**src/rtl/gd_pkg.sv**
```systemverilog
package gd_pkg;
  typedef enum logic [1:0] {
    GD_RUN  = 2'd0,
    GD_SOFT = 2'd1,
    GD_HARD = 2'd2,
    GD_HOLD = 2'd3
  } gd_state_e;

  function automatic int unsigned gd_cycles(input int unsigned ns, input int unsigned period_ps);
    return (ns * 1000 + period_ps - 1) / period_ps;
  endfunction
endpackage

```
**src/rtl/gd_deglitch.sv**
```systemverilog
module gd_deglitch #(
  parameter int unsigned GLITCH_CYC = 4
) (
  input  logic clk,
  input  logic rst_n,
  input  logic din,
  output logic dout
);
  localparam int unsigned CW = (GLITCH_CYC > 2) ? $clog2(GLITCH_CYC) : 1;

  logic [1:0]    sync_q;
  logic          filt_q;
  logic [CW-1:0] cnt_q;

  always_ff @(posedge clk or negedge rst_n) begin
    if (!rst_n) begin
      sync_q <= '0;
      filt_q <= 1'b0;
      cnt_q  <= '0;
    end else begin
      sync_q <= {sync_q[0], din};
      if (sync_q[1] != filt_q) begin
        if (cnt_q == CW'(GLITCH_CYC - 1)) begin
          filt_q <= sync_q[1];
          cnt_q  <= '0;
        end else begin
          cnt_q <= cnt_q + 1'b1;
        end
      end else begin
        cnt_q <= '0;
      end
    end
  end

  assign dout = filt_q;

  assert_filter_hold_R2: assert property (@(posedge clk) disable iff (!rst_n)
    (filt_q != $past(filt_q)) |-> ($past(sync_q[1]) != $past(filt_q)));
endmodule

```
**src/rtl/gd_clr_qual.sv**
```systemverilog
module gd_clr_qual (
  input  logic clk,
  input  logic rst_n,
  input  logic clr_n,
  output logic clr_edge
);
  logic [2:0] sh_q;

  always_ff @(posedge clk or negedge rst_n) begin
    if (!rst_n) sh_q <= 3'b111;
    else        sh_q <= {sh_q[1:0], clr_n};
  end

  assign clr_edge = sh_q[2] & ~sh_q[1];

  assert_edge_single_R10: assert property (@(posedge clk) disable iff (!rst_n)
    clr_edge |=> !clr_edge);
endmodule

```
**src/rtl/gd_fault_fsm.sv**
```systemverilog
module gd_fault_fsm
  import gd_pkg::*;
#(
  parameter int unsigned SOFT_CYCLES = 400
) (
  input  logic clk,
  input  logic rst_n,
  input  logic cmd_on,
  input  logic desat,
  input  logic gate_low,
  input  logic clr_edge,
  input  logic ready,
  output logic pu_en,
  output logic soft_pd_en,
  output logic hard_pd_en,
  output logic fault_n
);
  localparam int unsigned SCW = (SOFT_CYCLES > 2) ? $clog2(SOFT_CYCLES) : 1;

  gd_state_e      state_q, state_d;
  logic [SCW-1:0] tmr_q;
  logic           armed;

  assign armed = (state_q == GD_RUN) || (state_q == GD_HOLD);

  always_comb begin
    state_d = state_q;
    unique case (state_q)
      GD_RUN:  if (desat) state_d = GD_SOFT;
      GD_SOFT: if (gate_low || tmr_q == SCW'(SOFT_CYCLES - 1)) state_d = GD_HARD;
      GD_HARD: if (clr_edge && ready) state_d = GD_HOLD;
      GD_HOLD: begin
        if (desat)        state_d = GD_SOFT;
        else if (!cmd_on) state_d = GD_RUN;
      end
      default: state_d = GD_RUN;
    endcase
  end

  always_ff @(posedge clk or negedge rst_n) begin
    if (!rst_n) begin
      state_q <= GD_RUN;
      tmr_q   <= '0;
    end else begin
      state_q <= state_d;
      if (state_q == GD_SOFT) tmr_q <= tmr_q + 1'b1;
      else                    tmr_q <= '0;
    end
  end

  assign pu_en      = (state_q == GD_RUN) && cmd_on && ready && !desat;
  assign soft_pd_en = (state_q == GD_SOFT);
  assign hard_pd_en = !pu_en && !soft_pd_en;
  assign fault_n    = armed;

  assert_no_overlap_R11: assert property (@(posedge clk) disable iff (!rst_n)
    !(pu_en && (soft_pd_en || hard_pd_en)));
  assert_desat_mutes_R3: assert property (@(posedge clk) disable iff (!rst_n)
    desat |-> !pu_en);
  assert_early_hard_R5: assert property (@(posedge clk) disable iff (!rst_n)
    (soft_pd_en && gate_low) |=> (hard_pd_en && !soft_pd_en));
  assert_uv_low_R8: assert property (@(posedge clk) disable iff (!rst_n)
    !ready |-> !pu_en);
  assert_clear_qual_R7: assert property (@(posedge clk) disable iff (!rst_n)
    $rose(fault_n) |-> $past(clr_edge && ready && hard_pd_en));
  assert_latched_R6: assert property (@(posedge clk) disable iff (!rst_n)
    (!fault_n && !clr_edge) |=> !fault_n);
endmodule

```
**src/rtl/gate_fault_sup.sv**
```systemverilog
module gate_fault_sup
  import gd_pkg::*;
#(
  parameter int unsigned CLK_PERIOD_PS = 5000,
  parameter int unsigned GLITCH_NS     = 20,
  parameter int unsigned SOFT_NS       = 2000
) (
  input  logic clk,
  input  logic rst_n,
  input  logic cmd_pos,
  input  logic cmd_neg,
  input  logic desat,
  input  logic uvlo,
  input  logic gate_low,
  input  logic clr_n,
  output logic pu_en,
  output logic soft_pd_en,
  output logic hard_pd_en,
  output logic fault_n,
  output logic ready
);
  localparam int unsigned GLITCH_CYC  = gd_cycles(GLITCH_NS, CLK_PERIOD_PS);
  localparam int unsigned SOFT_CYCLES = gd_cycles(SOFT_NS, CLK_PERIOD_PS);
  localparam int unsigned N_CMD       = 2;

  logic [N_CMD-1:0] cmd_raw, cmd_flt;
  logic [1:0]       uv_q;
  logic             clr_edge;

  assign cmd_raw = {cmd_neg, cmd_pos};

  for (genvar i = 0; i < N_CMD; i++) begin : g_flt
    gd_deglitch #(.GLITCH_CYC(GLITCH_CYC)) u_flt (
      .clk (clk),
      .rst_n(rst_n),
      .din (cmd_raw[i]),
      .dout(cmd_flt[i])
    );
  end

  always_ff @(posedge clk or negedge rst_n) begin
    if (!rst_n) uv_q <= 2'b00;
    else        uv_q <= {uv_q[0], ~uvlo};
  end
  assign ready = uv_q[1];

  gd_clr_qual u_clr (
    .clk     (clk),
    .rst_n   (rst_n),
    .clr_n   (clr_n),
    .clr_edge(clr_edge)
  );

  gd_fault_fsm #(.SOFT_CYCLES(SOFT_CYCLES)) u_fsm (
    .clk       (clk),
    .rst_n     (rst_n),
    .cmd_on    (cmd_flt[0] & ~cmd_flt[1]),
    .desat     (desat),
    .gate_low  (gate_low),
    .clr_edge  (clr_edge),
    .ready     (ready),
    .pu_en     (pu_en),
    .soft_pd_en(soft_pd_en),
    .hard_pd_en(hard_pd_en),
    .fault_n   (fault_n)
  );
endmodule

```
**config.mk**
```make
export PLATFORM = sky130hd
export DESIGN_NAME = gate_fault_sup
export DESIGN_NICKNAME = d
export VERILOG_FILES = /design/src/rtl/gd_pkg.sv /design/src/rtl/gd_deglitch.sv /design/src/rtl/gd_clr_qual.sv /design/src/rtl/gd_fault_fsm.sv /design/src/rtl/gate_fault_sup.sv
export SDC_FILE = /design/constraint.sdc
export NUM_CORES = 1
export LEC_CHECK = 0
export CAP_MARGIN = 20
export CORE_UTILIZATION = 40
export CTS_CLUSTER_DIAMETER = 150
export CTS_CLUSTER_SIZE = 14
export DETAILED_ROUTE_END_ITERATION = 10
export HOLD_SLACK_MARGIN = 0.06
export SLEW_MARGIN = 40
export SYNTH_ARGS = -nofsm -noshare
export SYNTH_HDL_FRONTEND = slang
export SYNTH_SLANG_ARGS = --single-unit
export TNS_END_PERCENT = 10
```
**constraint.sdc**
```tcl
create_clock -name clk -period 1.5 [get_ports clk]
set_input_delay 0.15 -clock clk [delete_from_list [all_inputs] [get_ports clk]]
set_output_delay 0.15 -clock clk [all_outputs]
set_load 0.005 [all_outputs]
```
==> flow_metrics.py <==
metrics = {
    "outcome": {
        "status": "finished with violations",
        "violations": "setup timing",
    },
    "synthesis": {
        "syn-instance-count": 87,
        "synth_top_cell_area_share_pct": 51.57,
        "synth-simple-area-share_pct": 15.47,
        "synthTopCellsByCount": "23 x dfrtp_1, 8 x ha_1, 6 x nor2b_1, 6 x xnor2_1, 5 x inv_1",
        "synth_seq_cells": 26,
        "synth_warnings": 0,
        "yosysSeqAreaShare_pct": 58.63,
        "syn_area_per_cell_um2": 12.83,
        "async_flop_share_pct": 100.0,
        "synthMuxAreaShare_pct": 2.915,
        "syn-num-nets": 103,
        "ys_top_cells_by_area": "dfrtp_1 52%, ha_1 9.0%, dfstp_2 7.1%, xnor2_1 4.7%, nor2b_1 3.4%",
        "yosysMostFrequentCell": "dfrtp_1",
        "synth_ff_type": "dfrtp_1",
        "synth_compound_area_share_pct": 6.502,
        "ys_types": 29,
        "yosysTopAreaCell": "dfrtp_1",
        "synth_top_family_by_area": "simple AND/OR/NAND/NOR gates",
        "synth_edf_count": 0,
        "synth_adder_area_share_pct": 8.969,
        "synth-xor-area-share_pct": 5.493,
        "netlist_area_um2": 1116,
    },
    "clock_network": {
        "cts-root-buf": "clkbuf_4",
        "numClockSinks": 26,
        "cts_tree": "done",
        "clk_pin_slew_ps": 140,
        "clk_latency_ps": 310,
        "cts_inserted_buffers": 3,
        "cts_hold_buf": 0,
        "cts_max_level": 1,
        "clockBufferDepth": 2,
    },
    "drt": {
        "drc": 0,
        "wirelength_um": 1809,
        "dr_total_vias": 717,
        "viasPerCell": 4.945,
        "dr.pass1.iters": 3,
        "drt_iter0_markers": 4,
        "wl_per_cell_um": 12.48,
        "ant_nets": 0,
    },
    "grt": {
        "grt_overflow": 0,
        "grt_max_degree": 27,
        "grt_pass1_wl_um": 3029,
        "track_usage_pct": 14.38,
        "grt_pass1_vias": 700,
        "antenna_found_initial": 0,
    },
    "sta": {
        "post-route-period-util_pct": 104.9,
        "worst_pin_slew_ps": 322.7,
        "slew-limit-headroom_pct": 78.48,
        "setup_violations": 3,
        "hold_viol": 0,
        "final.min_clock_period_ps": 1573,
        "setup_ws_ps": -73.33,
        "fmax_mhz": 635.6,
        "slew_violations": 0,
        "skew_ps": 8.697,
        "rsz0062_at_grt": "yes",
        "timing.setup.tns_ps": -155.5,
    },
    "worst_setup_path": {
        "critPathMaxFanout": 2,
        "cpPeakStageDelay_ps": 430,
        "critPathRequiredTime_ps": 1350,
        "crit_chain": "inv_2 -> ha_4 -> nand2_2 -> nor4b_4 -> nor2_1 -> buf_2",
        "slowest_stage": "dfrtp_1",
        "end_kind": "output port",
        "crit_type": "flop to output port",
        "crit_path_start_kind": "flop",
        "crit_start": "u_fsm.state_q[0]$_DFFE_PN0P_",
        "crit_arrival_ps": 1420,
        "r2r-start": "u_fsm.state_q[0]$_DFFE_PN0P_",
    },
    "pwr": {
        "p_int_mw": 1.516,
        "comb_power_share_pct": 43.3,
        "p_switching_uw": 714.2,
        "p_leak_nw": 0.6742,
        "powerDensity_nw_per_um2": 1528,
        "ir_drop_mv": 0.9021,
        "p_seq_share_pct": 41.4,
        "finalPower_mw": 2.230,
        "swShare_pct": 32.02,
        "pwr-share-clk_pct": 15.3,
    },
    "finish": {
        "area_growth_pct": 30.83,
        "nFillCells": 225,
        "antennaDiodeCount": 0,
        "final_nets": 132,
        "drive_above_1_share_pct": 30.43,
        "ff_latch_area_um2": 654.4,
        "finalInstanceArea_um2": 1460,
        "multi_input_area_um2": 505.5,
    },
    "floorplan": {
        "fp.dieH_um": 54.82,
        "rows": 18,
        "io_pins": 13,
        "core-area_um2": 2567,
        "die_w_um": 54.82,
        "dieArea_um2": 3005,
        "initial_core_util_pct": 43.47,
    },
    "placement": {
        "gp_congestion": 0.7387,
        "dp_slack_ps": -234.3,
        "hpwl_um": 1313,
        "numPortBuffers": 12,
        "dpl_cell_area_um2": 1368,
    },
    "worst_hold_path": {
        "hold_class": "input port to async pin",
    },
    "job": {
        "drv_cap": 0,
    },
}
[cells in the final DEF, fill, tap and decap left out, types with 2 or more instances in the layout]
cell type	synthesis	final
mux2_2	2	2
dfstp_2	3	3
o21ai_0	2	2
inv_2	0	2
and2_1	4	4
clkbuf_4	0	3
dfrtp_1	23	23
nor3_1	2	2
or3_1	2	2
xnor2_1	6	6
buf_2	0	2
nand2_1	3	2
and3_1	2	2
clkdlybuf4s50_1	0	7
buf_6	0	2
ha_1	8	5
ha_4	0	3
buf_4	0	11
a21boi_1	2	2
nand3_1	3	3
nor2b_1	6	6
inv_1	5	3
clkbuf_2	0	2
[worst max-delay path, delay by kind of cell (launching register included)]
| kind | cells | cell delay, ps |
|---|---|---|
| DFF | 1 | 430 |
| and+or+nand+nor | 3 | 320 |
| buffers and inverters | 2 | 210 |
| adders and majority gates | 1 | 140 |
[sequential cells by signal, indices dropped and copies added (netlist names)]
register            cells
g_flt.u_flt.sync_q      4
u_clr.sh_q              3
g_flt.u_flt.dout        2
u_fsm.tmr_q             9
g_flt.u_flt.cnt_q       4
u_fsm.state_q           2
uv_q                    2
[layout make-up]
type	instances	share of cell area, %
tap	30	2.571
inverter	5	1.285
sequential	26	44.82
timing repair buffer	25	14.22
clock buffer	4	2.485
multi-input combinational	55	34.62
[worst paths after layout]
| kind | slack (ps) | to | cells past startpoint |
|---|---|---|---|
| max in group asynchronous | 1020 | u_clr.sh_q[2]$_DFF_PN1_ | 2 |
| worst max-delay path | -70 | hard_pd_en | 6 |
| worst min register to register | 360 | g_flt[1].u_flt.sync_q[1]$_DFF_PN0_ | 0 |
| worst max register to register | -30 | u_fsm.state_q[0]$_DFFE_PN0P_ | 6 |
| min in group clk | 240 | u_clr.sh_q[0]$_DFF_PN1_ | 1 |
| worst min-delay path | 180 | u_fsm.tmr_q[4]$_DFF_PN0_ | 2 |
[timing repair]
item                                    CTS  global route
hold endpoints to repair                  0             0
setup buffers                             2             0
gates resized for setup                  21             8
endpoints found under the setup margin    6             7
pin swaps                                 6             7
[routing by layer]
metal	up-vias	GRT usage [%]	share of wire [%]
li1	354	-	-
met1	350	19.44	51
met2	11	22.89	45
met3	2	2.500	4.0
met4	0	5.128	0.55
met5	-	0	0
[stage by stage]
step / util (%) / instances / hold slack, ps
after detailed placement: 53.27 / 141 / 336.5
after CTS: 56.63 / 146 / 187.5
after floorplan: - / 87 / -145.6
after global routing: 56.87 / 145 / 222.4
after global placement: 53.27 / 141 / 333.4
final: 56.87 / 145 / 175.8
[power groups by stage]
| stage | registers [mW] | logic [mW] | clock network, mW |
|---|---|---|---|
| finish | 0.924 | 0.965 | 0.341 |
| global route | 0.944 | 1.08 | 0.383 |
| CTS | 0.919 | 0.939 | 0.358 |
| detailed placement | 0.921 | 0.872 | 0 |
| global placement | 0.915 | 0.852 | 0 |
| floorplan | 0.923 | 0.444 | 0 |
[logic make-up after synthesis]
kind of cell | after synthesis
AND/OR/NAND/NOR | 28
multiplexers | 3
XOR/XNOR | 7
adder cells (fa/ha/maj) | 8
flip-flops | 26
AO/OA/AOI/OAI | 9
buffers and inverters | 6
(Power assumes the default switching activity.)
